$ cat src/rtl/mmt_pkg.sv
`timescale 1ns/1ps
package mmt_pkg;
  typedef enum logic [1:0] {
    MD_STOP = 2'b00,
    MD_UP   = 2'b01,
    MD_CONT = 2'b10,
    MD_UPDN = 2'b11
  } mode_e;

  // control word, MSB first
  typedef struct packed {
    logic       clr;
    logic       flag;
    logic       ie;
    logic [1:0] src;
    logic [1:0] div;
    logic [1:0] len;
    mode_e      mode;
  } cfg_t;

  localparam int CFG_W = $bits(cfg_t);
endpackage

$ cat src/rtl/mmt_tick_gen.sv
`timescale 1ns/1ps
module mmt_tick_gen #(
  parameter int NSRC  = 4,
  parameter int DIV_W = 3
) (
  input  logic                    clk,
  input  logic                    arst_n,
  input  logic [NSRC-1:0]         src_tick,
  input  logic [$clog2(NSRC)-1:0] src_sel,
  input  logic [1:0]              div_code,
  input  logic                    run,
  input  logic                    clr,
  output logic                    tick
);
  logic [DIV_W-1:0] div_q, div_d, mask;
  logic             sel;

  always_comb begin
    sel   = src_tick[src_sel] & run;
    mask  = ~({DIV_W{1'b1}} << div_code);
    tick  = sel && ((div_q & mask) == mask);
    div_d = div_q;
    if (clr)      div_d = '0;
    else if (sel) div_d = div_q + 1'b1;
  end

  always_ff @(posedge clk or negedge arst_n) begin
    if (!arst_n) div_q <= '0;
    else         div_q <= div_d;
  end


  div_gap_chk: assert property (@(posedge clk) disable iff (!arst_n)
    (tick && div_code != 2'd0 && !clr) |=> (!tick || div_code != $past(div_code)));
endmodule

$ cat src/rtl/mmt_count_core.sv
`timescale 1ns/1ps
module mmt_count_core
  import mmt_pkg::*;
#(
  parameter int CNT_W = 16
) (
  input  logic             clk,
  input  logic             arst_n,
  input  logic             tick,
  input  logic             clr,
  input  mode_e            mode,
  input  logic [1:0]       len,
  input  logic [CNT_W-1:0] top,
  output logic [CNT_W-1:0] count,
  output logic             down,
  output logic             wrap
);
  logic [CNT_W-1:0] cnt_q, cnt_d, lim;
  logic             dn_q, dn_d;

  always_comb begin
    case (len)
      2'd0:    lim = {CNT_W{1'b1}};
      2'd1:    lim = {CNT_W{1'b1}} >> 4;
      2'd2:    lim = {CNT_W{1'b1}} >> 6;
      default: lim = {CNT_W{1'b1}} >> 8;
    endcase
  end

  always_comb begin
    cnt_d = cnt_q;
    dn_d  = dn_q;
    wrap  = 1'b0;
    if (mode != MD_UPDN) dn_d = 1'b0;
    if (clr) begin
      cnt_d = '0;
      dn_d  = 1'b0;
    end else if (tick) begin
      case (mode)
        MD_UP: begin
          if (cnt_q >= top) begin
            cnt_d = '0;
            wrap  = 1'b1;
          end else cnt_d = cnt_q + 1'b1;
        end
        MD_CONT: begin
          if (cnt_q >= lim) begin
            cnt_d = '0;
            wrap  = 1'b1;
          end else cnt_d = cnt_q + 1'b1;
        end
        MD_UPDN: begin
          if (!dn_q && cnt_q < top) begin
            cnt_d = cnt_q + 1'b1;
          end else if (cnt_q == '0) begin
            dn_d = 1'b0;
          end else begin
            cnt_d = cnt_q - 1'b1;
            if (cnt_q == {{(CNT_W-1){1'b0}}, 1'b1}) begin
              dn_d = 1'b0;
              wrap = 1'b1;
            end else dn_d = 1'b1;
          end
        end
        default: ;
      endcase
    end
  end

  always_ff @(posedge clk or negedge arst_n) begin
    if (!arst_n) begin
      cnt_q <= '0;
      dn_q  <= 1'b0;
    end else begin
      cnt_q <= cnt_d;
      dn_q  <= dn_d;
    end
  end

  assign count = cnt_q;
  assign down  = dn_q;


  clr_zero_chk: assert property (@(posedge clk) disable iff (!arst_n)
    clr |=> (cnt_q == '0 && !dn_q));

  stop_hold_chk: assert property (@(posedge clk) disable iff (!arst_n)
    (mode == MD_STOP && !clr) |=> $stable(cnt_q));

  up_step_chk: assert property (@(posedge clk) disable iff (!arst_n)
    (tick && !clr && mode == MD_UP && cnt_q < top) |=> cnt_q == $past(cnt_q) + 1'b1);

  cont_wrap_chk: assert property (@(posedge clk) disable iff (!arst_n)
    (tick && !clr && mode == MD_CONT && cnt_q == lim) |=> cnt_q == '0);

  updn_fall_chk: assert property (@(posedge clk) disable iff (!arst_n)
    (tick && !clr && mode == MD_UPDN && dn_q) |=> cnt_q == $past(cnt_q) - 1'b1);
endmodule

$ cat src/rtl/mm_timer.sv
`timescale 1ns/1ps
module mm_timer
  import mmt_pkg::*;
#(
  parameter int CNT_W = 16,
  parameter int NSRC  = 4
) (
  input  logic                      clk,
  input  logic                      rst_n,
  input  logic [NSRC-1:0]           src_tick,
  input  logic [CNT_W-1:0]          top_val,
  input  logic                      cfg_we,
  input  logic [mmt_pkg::CFG_W-1:0] cfg_wdata,
  output logic [mmt_pkg::CFG_W-1:0] cfg_rd,
  output logic [CNT_W-1:0]          count,
  output logic                      count_down,
  output logic                      ovf_flag,
  output logic                      irq
);
  logic [1:0] rs_q;
  logic       arst_n;
  cfg_t       cfg_q, cfg_d, wr_cfg;
  logic       clr_pulse, tick, wrap;

  // reset: asserted asynchronously, released on the clock
  always_ff @(posedge clk or negedge rst_n) begin
    if (!rst_n) rs_q <= 2'b00;
    else        rs_q <= {rs_q[0], 1'b1};
  end
  assign arst_n = rs_q[1];

  always_comb begin
    wr_cfg    = cfg_t'(cfg_wdata);
    clr_pulse = cfg_we & wr_cfg.clr;
    cfg_d     = cfg_q;
    if (cfg_we) cfg_d = wr_cfg;
    cfg_d.clr = 1'b0;
    if (wrap) cfg_d.flag = 1'b1;
  end

  always_ff @(posedge clk or negedge arst_n) begin
    if (!arst_n) cfg_q <= '0;
    else         cfg_q <= cfg_d;
  end

  mmt_tick_gen #(.NSRC(NSRC), .DIV_W(3)) u_tick (
    .clk      (clk),
    .arst_n   (arst_n),
    .src_tick (src_tick),
    .src_sel  (cfg_q.src[$clog2(NSRC)-1:0]),
    .div_code (cfg_q.div),
    .run      (cfg_q.mode != MD_STOP),
    .clr      (clr_pulse),
    .tick     (tick)
  );

  mmt_count_core #(.CNT_W(CNT_W)) u_core (
    .clk    (clk),
    .arst_n (arst_n),
    .tick   (tick),
    .clr    (clr_pulse),
    .mode   (cfg_q.mode),
    .len    (cfg_q.len),
    .top    (top_val),
    .count  (count),
    .down   (count_down),
    .wrap   (wrap)
  );

  assign cfg_rd   = cfg_q;
  assign ovf_flag = cfg_q.flag;
  assign irq      = cfg_q.flag & cfg_q.ie;


  flag_set_chk: assert property (@(posedge clk) disable iff (!arst_n)
    wrap |=> ovf_flag);

  flag_keep_chk: assert property (@(posedge clk) disable iff (!arst_n)
    (ovf_flag && !cfg_we) |=> ovf_flag);
endmodule

$ cat config.mk
export PLATFORM = sky130hd
export DESIGN_NAME = mm_timer
export DESIGN_NICKNAME = d
export VERILOG_FILES = /design/src/rtl/mmt_pkg.sv /design/src/rtl/mmt_tick_gen.sv /design/src/rtl/mmt_count_core.sv /design/src/rtl/mm_timer.sv
export SDC_FILE = /design/constraint.sdc
export NUM_CORES = 1
export LEC_CHECK = 0
export ABC_CLOCK_PERIOD_IN_PS = 2500
export BUFFER_PORTS_ARGS = -buffer_cell sky130_fd_sc_hd__buf_2
export CAP_MARGIN = 0
export CORE_AREA = 5 5 75 77
export DETAILED_ROUTE_END_ITERATION = 10
export DIE_AREA = 0 0 80 82
export PLACE_DENSITY = 0.84
export SLEW_MARGIN = 20
export SYNTH_ARGS = -nofsm -noshare
export SYNTH_HDL_FRONTEND = slang
export SYNTH_HIERARCHICAL = 1
export SYNTH_SLANG_ARGS = --single-unit
$ cat constraint.sdc
create_clock -name clk -period 2.5 [get_ports clk]
set_input_delay 0.125 -clock clk [delete_from_list [all_inputs] [get_ports clk]]
set_output_delay 0.125 -clock clk [all_outputs]
set_load 0.02 [all_outputs]
==> results of run 1 <==
timing repair:
action,4_1_cts,5_1_grt
setup buffers,3,13
pin swaps,5,25
hold endpoints to repair,2,0
resized for setup,25,64
hold buffers,1,0
cloned,0,3
endpoints found under the setup margin,17,17
final timing paths:
check	endpoint	start	slack, ns	cells past startpoint
worst max-delay path	u_core/count[14]	cfg_rd[3]	-0.32	12
worst min-delay path	cfg_rd[6]	cfg_wdata[6]	0.07	2
worst max register to register	u_core/count[14]	cfg_rd[3]	-0.32	12
worst min register to register	u_core/count[12]	rs_q[1]	0.36	0
max in group asynchronous	u_core/count[9]	rs_q[1]	1.42	1
min in group asynchronous	rs_q[1]	rst_n	0.14	2
routing by layer:
metal  GRT usage [%]  vias up
met3           3.947       80
met1           31.08     1444
met4           9.966        0
met5               0        -
met2           46.19      241
li1                -     1324
logic make-up (layout without fill, tap and decap cells):
logic type | Yosys count | after routing | synth area share (%)
compound gates | 65 | 65 | 17.82
mux | 24 | 24 | 10.51
buf+inv | 38 | 154 | 6.670
other cells | 2 | 2 | 0.2742
simple gates | 105 | 106 | 21.93
xor+xnor | 1 | 1 | 0.3198
flops | 32 | 32 | 29.24
fa+ha+maj | 29 | 29 | 13.25
worst reg2reg max path, stage by stage, from the launching register on:
cell and delay [ns]:
dfrtp_2 0.41, buf_4 0.13, buf_4 0.14, ha_1 0.29, o21ai_0 0.24, nor2_1 0.13, nor4_4 0.32, nor4b_4 0.10
buf_4 0.17, nor3_4 0.34, buf_6 0.23, a21oi_4 0.08, o2bb2ai_2 0.15
final cells by class:
| type | count | area share (%) |
|---|---|---|
| timing repair buffer | 118 | 19.80 |
| tap | 70 | 2.113 |
| inverter | 28 | 2.535 |
| multi-input combinational | 227 | 53.79 |
| sequential | 32 | 19.53 |
| clock inverter | 2 | 0.2415 |
| clock buffer | 6 | 1.992 |
layout by cell type, fill, tap and decap left out, types with 7 or more instances in the layout:
cell type,Yosys,layout
a21oi_4,0,7
buf_2,2,62
buf_4,2,41
buf_6,4,10
dfrtp_1,32,25
dfrtp_2,0,7
ha_1,29,23
inv_1,28,28
mux2_4,9,9
mux2i_1,13,9
nand2_1,13,11
nand2b_1,8,8
nand3_1,9,9
nor2_1,19,18
nor3_1,10,8
o21ai_0,12,7
o2bb2ai_2,5,8
through the flow:
stage / power (W) / hold WS [ns]
4_1_cts: 0.002366 / 0.06373
5_1_grt: 0.002853 / 0.06256
6_report: 0.002726 / 0.06552
3_3_place_gp: 0.001787 / -0.09053
2_1_floorplan: 0.001442 / -0.1706
3_5_place_dp: 0.001833 / -0.08808
sequential cells by signal (all words and copies together), names as in the netlist:
name,cells
u_core/count,16
cfg_rd,9
u_tick/div_q,3
rs_q,2
ovf_flag,1
u_core/down,1
where the power goes:
part | leakage, nW | internal (W) | switching, W
registers | 0.404 | 0.000600 | 0.0000883
clock network | 0.0510 | 0.000220 | 0.000207
logic | 1.55 | 0.000718 | 0.000893
==> flow_summary_export.csv, run 1 <==
group,metric,value,unit
layout,antennaDiodeCount,0,
power_and_ir_drop,peakVddDrop,0.7194,mV
synth,ys_ff_latch,32,
placement,placed_area,3408,um^2
clocking,cts_tree,"built",
floorplanning,die_h,82,um
routing,wl_per_cell,22.19,um
critical_path,worstSetupPathType,"reg -> reg",
layout,area_growth,51.35,%
critical_path,cp.arrival,3.02,ns
clocking,cts-htree-levels,2,
layout,final_area,4145,um^2
timing,rsz0062_at_grt,"true",
clocking,cts_sinks,32,
placement,pre_cts_ws,-0.2754,ns
timing,finalCritPeriodShare,112.8,%
synth,netlist_area,2739,um^2
timing,slew_headroom,43.12,%
grt,grt_max_degree,21,
critical_path,crit_chain,"buf_4 > buf_4 > ha_1 > o21ai_0 > nor2_1 > nor4_4 > nor4b_4 > buf_4 > nor3_4 > buf_6 > a21oi_4 > o2bb2ai_2",
floorplanning,fp.coreArea,4945,um^2
routing,met1_length,3.874,mm
synth,synth_flop_cell,"dfrtp_1",
clocking,clkLatencyLatePin,0.29,ns
outcome,outcome,"finished with violations",
timing,post-route-min-period,2.819,ns
run,drv_cap,0,
clocking,path_clk_slew,0.07,ns
timing,hold_viol,0,
floorplanning,die_w,80,um
synth,synthDominantCellAreaShare,29.24,%
worst_hold_path,hold_class,"in -> reg",
timing,skew,0.005683,ns
power_and_ir_drop,powerDensity,657.6,nW/um^2
routing,drc,0,
layout,seqCellArea,809.5,um^2
layout,drive_above_1_share,51.33,%
floorplanning,fp-row-count,26,
grt,antenna_found_initial,0,
timing,max_freq,354.7,MHz
critical_path,cpLargestDelayFamily,"simple AND/OR/NAND/NOR gates",
placement,dp.cells,455,
synth,avgSynthCellArea,9.253,um^2
synth,yosysWarnings,6,
routing,routed_via_density,6.395,
floorplanning,initial_utilization,55.39,%
routing,drtIter0Drc,374,
routing,wl,10.72,mm
clocking,cts_buffer_depth,2,
routing,vias,3089,
layout,fin_cells,483,
synth,synth_area_leader_cell,"dfrtp_1",
routing,dr.max_layer_used,"met4",
floorplanning,fp.dieArea,6560,um^2
synth,yosysMostFrequentCell,"dfrtp_1",
timing,tightest_slew,0.8532,ns
synth,ys_seq_area_share,29.24,%
power_and_ir_drop,leakage,2.002,nW
outcome,violations,"setup timing",
floorplanning,ios,64,
layout,multi_input_area,2230,um^2
synth,syn-num-nets,359,
synth,synthTopCellsByCount,"dfrtp_1 (32), ha_1 (29), inv_1 (28), nor2_1 (19)",
routing,wl_met2,5.360,mm
placement,place_congestion,0.9352,
routing,first_pass_iters,6,
routing,dr_wl_met3,864,um
synth,synth_edf_count,0,
layout,fin_util,83.83,%
grt,grt_first_pass_wirelength,13.23,mm
critical_path,cp_slowest_cell,"dfrtp_2",
synth,synthArstFlopShare,100.0,%
critical_path,critPathMaxFanout,5,
critical_path,endpoint_kind,"flop",
grt,track_usage,25.79,%
layout,nNetsFinal,475,
timing,maxSlewViolCount,0,
synth,syn_inst,296,
critical_path,crit_path_max_incr_delay,0.41,ns
critical_path,worst-path-buf-inv,4,
critical_path,path_common_cell,"buf_4",
timing,setup_ws,-0.3191,ns
grt,first_global_vias,2827,
layout,nFillCells,257,
critical_path,cp.required,2.70,ns
routing,drtAntennaViolNets,0,
timing,tns,-4.318,ns
clocking,cts-buffers-inserted,5,
placement,dpl.hpwl,5.744,mm
timing,setup_viol,17,
grt,overflow,0,
clocking,cts_root_buffer,"clkbuf_8",
synth,synth_area_leaders,"dfrtp_1 (29%), ha_1 (13%), mux2_4 (4.9%)",
synth,ys_types,60,
critical_path,cp-start-kind,"flop",
placement,portBuffers,62,
Power figures use the tool's default switching activity.
==> inputs of run 2 (changes only) <==
Settings changed: ABC_AREA from default to 1, CORE_AREA 5 5 75 77 to 5 5 79 81, DIE_AREA 0 0 80 82 to 0 0 84 86.
==> run 2 against run 1 <==
Effect of this change:
- the run now ends clean
- routed wire length decreased by 25%
- worst hold slack got worse by 0.028 ns
- die area increased by 10%
==> flow_summary_export.csv, run 2 <==
group,metric,value,unit
outcome,outcome,"completed",
timing,maxSlewViolCount,0,
routing,drtAntennaViolNets,0,
synth,syn-num-nets,528,
placement,place_congestion,0.9266,
run,drv_cap,0,
placement,portBuffers,62,
grt,first_global_vias,3095,
clocking,cts_tree,"built",
routing,drc,0,
floorplanning,fp.dieArea,7224,um^2
synth,yosysMostFrequentCell,"nand2_1",
clocking,cts_buffer_depth,2,
layout,fin_cells,607,
synth,synth_area_leaders,"dfrtp_1 (26%), nand2_1 (16%), ha_1 (12%)",
power_and_ir_drop,p_switching,0.001362,W
power_and_ir_drop,power_frac_clock,13.5,%
layout,final_cell_mix,"nand2_1 (133), buf_2 (62), inv_1 (61), nor2_1 (46), nand3_1 (36)",
routing,wl_per_cell,13.30,um
synth,synthDominantCellAreaShare,25.58,%
synth,synth_edf_count,0,
clocking,clkLatencyLatePin,0.28,ns
timing,rsz0062_at_grt,"true",
power_and_ir_drop,combPwrFrac,61.6,%
floorplanning,die_h,86,um
floorplanning,fp-row-count,27,
synth,netlist_area,3131,um^2
floorplanning,die_w,84,um
clocking,cts-buffers-inserted,5,
synth,avgSynthCellArea,6.732,um^2
synth,syn_inst,465,
synth,yosysWarnings,6,
timing,tns,0,ns
floorplanning,fp.coreArea,5405,um^2
grt,grt_max_degree,31,
power_and_ir_drop,swShare,48.72,%
synth,ys_ff_latch,32,
layout,antennaDiodeCount,0,
layout,area_growth,15.87,%
clocking,cts_sinks,32,
timing,whs,0.03747,ns
placement,pre_cts_ws,0.1476,ns
power_and_ir_drop,leakage,2.165,nW
grt,track_usage,22.62,%
power_and_ir_drop,p_int,0.001433,W
placement,dpl.hpwl,6.215,mm
timing,finalCritPeriodShare,93.71,%
synth,ys_types,36,
grt,grt_first_pass_wirelength,13.46,mm
routing,first_pass_iters,5,
power_and_ir_drop,seqPwrFrac,24.9,%
timing,hold_viol,0,
critical_path,cp.required,2.70,ns
grt,overflow,0,
clocking,cts_root_buffer,"clkbuf_8",
layout,largest_reg_flops,16,
layout,drive_above_1_share,21.31,%
grt,antenna_found_initial,0,
critical_path,cp.arrival,2.55,ns
synth,synth_area_leader_cell,"dfrtp_1",
layout,layout_commonest_cell,"nand2_1",
clocking,path_clk_slew,0.07,ns
timing,setup_ws,0.1571,ns
clocking,post_cts_buffers,0,
routing,routed_via_density,5.318,
routing,wl,8.072,mm
floorplanning,ios,64,
timing,setup_viol,0,
power_and_ir_drop,powerDensity,770.5,nW/um^2
worst_hold_path,hold_class,"in -> reg",
clocking,cts-htree-levels,2,
routing,drtIter0Drc,222,
timing,max_freq,426.8,MHz
floorplanning,initial_utilization,57.92,%
power_and_ir_drop,power,0.002795,W
synth,synthTopCellsByCount,"nand2_1 (135), inv_1 (61), nor2_1 (47), nand3_1 (37), dfrtp_1 (32)",
synth,synthArstFlopShare,100.0,%
synth,ys_seq_area_share,25.58,%
power_and_ir_drop,peakVddDrop,0.5500,mV
routing,vias,3228,
critical_path,endpoint_kind,"flop",
critical_path,worstSetupPathType,"reg -> reg",
critical_path,critPathMaxFanout,6,
timing,post-route-min-period,2.343,ns
layout,nNetsFinal,598,
timing,skew,0.007612,ns
placement,dp.cells,599,
critical_path,cp-start-kind,"flop",
synth,synth_flop_cell,"dfrtp_1",
-- run 2: cell count changes after synthesis, sizes merged, moves of 8 or more --
cell,change
nand2,+127
inv,+35
nand3,+32
nor2,+32
xor2,+17
mux2i,-13
mux2,-11
o2bb2ai,-10
buf,+8
nand2b,-8
-- run 2: what timing repair did --
item                       in CTS  in global routing
hold buffers                    1                  0
setup endpoints to repair       0                 13
hold endpoints to repair        2                  0
resized for setup               0                  6
-- run 2: power groups by stage --
stage	logic, W	clock network (W)	registers, W
floorplan	0.00114	0	0.000846
global placement	0.00162	0	0.000702
detailed placement	0.00168	0	0.000707
CTS	0.00169	0.000385	0.000698
global route	0.00191	0.000415	0.000714
finish	0.00172	0.000377	0.000697
-- run 2: cells by family after synthesis --
family,after synthesis,share of synthesized area [%]
and+or+nand+nor,258,36.89
adders and majority gates,29,11.59
other,2,0.2399
xor gates and xnor gates,23,6.435
buffers and inverters,82,12.51
AOI/OAI and AO/OA,39,6.755
DFF,32,25.58
-- run 2: area by class of cell --
class                           count  area (um^2)
Clock inverter                      1        5.005
Sequential cell                    32        802.0
Tap cell                           72        90.09
Inverter                           63        236.5
Clock buffer                        6        72.57
Fill cell                         486         1778
Timing Repair Buffer               82        462.9
Multi-Input combinational cell    351         1958
-- run 2: layer usage --
layer	GRT usage, %	vias up	share of wire [%]
li1	-	1607	-
met2	40.64	136	50
met4	7.749	0	1.6
met3	4.707	16	7.7
met5	0	-	0
met1	26.81	1469	41
-- run 2: worst paths after layout --
path	start	end	slack (ns)	depth (start not counted)
setup / recovery	cfg_rd[3]	u_core/count[15]	0.16	13
hold / removal	cfg_wdata[8]	cfg_rd[8]	0.04	3
setup reg to reg	cfg_rd[3]	u_core/count[15]	0.16	13
hold reg to reg	rs_q[1]	u_core/count[0]	0.26	1
max in group asynchronous	rs_q[1]	cfg_rd[3]	1.94	1
min in group asynchronous	rst_n	rs_q[1]	0.15	2
-- run 2: critical path, cell delays in order, from the launching register on --
cell	delay, ns
dfrtp_2	0.44
or2_2	0.35
ha_1	0.31
nand2_1	0.11
nor2_2	0.05
nand2_1	0.05
nor2_1	0.04
nand2_1	0.05
nand3_1	0.06
nand2_1	0.08
nand2_1	0.08
a21oi_2	0.29
nand3_2	0.19
o21ai_1	0.16
-- run 2: per-stage QoR --
stage                     util [%]  instance area [um^2]
after global placement       65.09                  3518
after floorplan                  -                  3131
after global routing         67.11                  3627
final                        67.11                  3627
after detailed placement     65.09                  3518
after CTS                    66.71                  3606
==> inputs of run 3 (changes only) <==
Settings changed: CORE_AREA 5 5 79 81 to 5 5 78 80, DIE_AREA 0 0 84 86 to 0 0 83 85, PLACE_DENSITY 0.84 to 0.86, SYNTH_HIERARCHICAL 1 to default.
==> run 3 against run 2 <==
Effect of this change:
- critical path depth rose by 1
- utilization is 0.50 points higher
- synthesized area grew 0.84%
- setup slack better by 0.14 ns
- fmax is 6.3% higher
- register-to-register slack gained 0.14 ns
- synthesized cell count down 4.9%
==> flow_summary_export.csv, run 3 <==
group,metric,value,unit
synth,synth_area_leaders,"dfrtp_1 (25%), nand2_1 (13%), ha_1 (11%)",
layout,largest_reg_flops,16,
critical_path,startpoint,"u_core.count[3]",
layout,nNetsFinal,571,
synth,yosysMostFrequentCell,"nand2_1",
clocking,post_cts_buffers,0,
placement,pre_cts_ws,0.2979,ns
synth,netlist_area,3157,um^2
layout,drive_above_1_share,25.20,%
layout,multi_input_area,1986,um^2
floorplanning,fp.dieArea,7055,um^2
timing,skew,0.004384,ns
layout,fin_util,67.60,%
layout,fin_cells,580,
run,drv_cap,0,
layout,area_growth,14.31,%
synth,avgSynthCellArea,7.142,um^2
placement,dpl.hpwl,5.913,mm
timing,max_freq,453.6,MHz
grt,overflow,0,
clocking,cts_tree,"built",
critical_path,worstReg2RegStart,"u_core.count[3]",
grt,grt_max_degree,27,
grt,met3_usage,4.272,%
layout,layout_commonest_cell,"nand2_1",
timing,tns,0,ns
critical_path,rr_endpoint,"u_core.count[7]",
timing,setup_viol,0,
routing,vias,3065,
critical_path,r2r_setup_slack,0.30,ns
clocking,cts_root_buffer,"clkbuf_8",
timing,post-route-min-period,2.205,ns
synth,syn-num-nets,505,
floorplanning,fp.coreArea,5338,um^2
layout,final_area,3608,um^2
clocking,cts-htree-levels,2,
grt,grt_first_pass_wirelength,12.82,mm
worst_hold_path,min_from,"cfg_wdata[4]",
layout,seqCellArea,800.8,um^2
power_and_ir_drop,powerDensity,1170,nW/um^2
worst_hold_path,hold_class,"in -> reg",
power_and_ir_drop,leakage,2.131,nW
floorplanning,die_h,85,um
critical_path,cp.arrival,2.44,ns
floorplanning,initial_utilization,59.14,%
grt,first_global_vias,2949,
layout,antennaDiodeCount,0,
synth,synth_flop_cell,"dfrtp_1",
timing,rsz0062_at_grt,"false",
outcome,outcome,"completed",
critical_path,setup.worst_path.end,"u_core.count[7]",
floorplanning,die_w,83,um
timing,finalCritPeriodShare,88.18,%
floorplanning,fp-row-count,27,
critical_path,reg2reg_depth,14,
grt,grtUsageMet1,25.81,%
grt,track_usage,21.91,%
routing,wl_per_cell,13.09,um
critical_path,critPathMaxFanout,16,
placement,dp.cells,572,
power_and_ir_drop,peakVddDrop,0.5359,mV
placement,portBuffers,62,
timing,hold_viol,0,
routing,drtIter0Drc,192,
clocking,cts-buffers-inserted,5,
grt,grtUsageMet2,39.14,%
critical_path,worstSetupPathType,"reg -> reg",
critical_path,cp.required,2.74,ns
routing,drc,0,
critical_path,endpoint_kind,"flop",
timing,slew_headroom,63.94,%
synth,synthDominantCellAreaShare,25.37,%
placement,place_congestion,0.9033,
timing,tightest_slew,0.5409,ns
routing,routed_via_density,5.284,
timing,setup_ws,0.2955,ns
synth,ys_ff_latch,32,
synth,synth_area_leader_cell,"dfrtp_1",
synth,synth_edf_count,0,
layout,final_cell_mix,"nand2_1 (109), buf_2 (62), nor2_1 (59), inv_1 (51), dfrtp_1 (32)",
timing,maxSlewViolCount,0,
synth,syn_inst,442,
synth,ys_types,45,
floorplanning,ios,64,
grt,grt-busiest-layer,"met2",
synth,ys_seq_area_share,25.37,%
synth,synthTopCellsByCount,"nand2_1 (109), nor2_1 (59), inv_1 (51), dfrtp_1 (32), ha_1 (29)",
synth,yosysWarnings,0,
routing,drtAntennaViolNets,0,
clocking,clkLatencyLatePin,0.29,ns
clocking,cts_sinks,32,
routing,first_pass_iters,5,
clocking,ctsHoldBuffers,1,
clocking,cts_buffer_depth,2,
clocking,path_clk_slew,0.07,ns
placement,placed_area,3502,um^2
critical_path,cp-start-kind,"flop",
routing,wl,7.590,mm
grt,antenna_found_initial,0,
synth,synthArstFlopShare,100.0,%
layout,nFillCells,466,
clocking,ctsResizeCount,0,
-- run 3: metal layers --
layer	share of wire, %	routed length, um
met4	1.5	115
met2	50	3805
met3	7.5	572
met1	41	3097
met5	0	0
-- run 3: how the worst min path moves through the flow --
stage                end  slack, ns  depth (start not counted)
6_report       cfg_rd[4]       0.03                          3
5_1_grt        cfg_rd[7]       0.05                          3
4_1_cts        cfg_rd[4]       0.03                          3
3_5_place_dp     rs_q[1]      -0.08                          1
3_3_place_gp     rs_q[0]      -0.09                          1
2_1_floorplan    rs_q[0]      -0.17                          0
-- run 3: stage by stage --
stage	hold slack (ns)	total power, W
2_1_floorplan	-0.1706	0.003111
3_3_place_gp	-0.08824	0.003638
3_5_place_dp	-0.08409	0.003742
4_1_cts	0.02969	0.004208
5_1_grt	0.05156	0.004604
6_report	0.03425	0.004222
-- run 3: layout make-up --
| cell class | count | share of cell area (%) |
|---|---|---|
| multi-input cells | 335 | 55.03 |
| flip-flops and latches | 32 | 22.19 |
| repair buffers | 74 | 11.17 |
| inverters | 60 | 6.449 |
| clock buffers | 7 | 2.670 |
| well taps | 72 | 2.497 |
-- run 3: logic make-up after synthesis --
logic type                 Yosys count  share of synthesized area [%]
DFF                                 32                          25.37
adders and majority gates           29                          11.49
muxes                                3                          1.030
xor gates and xnor gates            21                          5.827
AOI/OAI and AO/OA                   38                          7.096
other                                2                         0.2379
buffers and inverters               75                          11.73
and+or+nand+nor                    242                          37.22
-- run 3: critical path: stages, from the launching register on --
cell and delay, ns:
dfrtp_1 0.57, ha_1 0.32, nand2_1 0.09, inv_1 0.04, nand2_1 0.05, nand2_1 0.05, nand2_1 0.05, nand2_1 0.04
nand2_1 0.11, nand3_4 0.15, nand3_2 0.11, nand2_4 0.14, inv_4 0.23, nand3_1 0.12, nand2_1 0.07
-- run 3: power by group --
group	leakage [nW]	total, W	switching (W)	internal (W)
clock network	0.0503	0.000447	0.000202	0.000245
logic	1.67	0.00291	0.00184	0.00107
registers	0.412	0.000859	0.000188	0.000671
total	2.13	0.00422	0.00223	0.00199
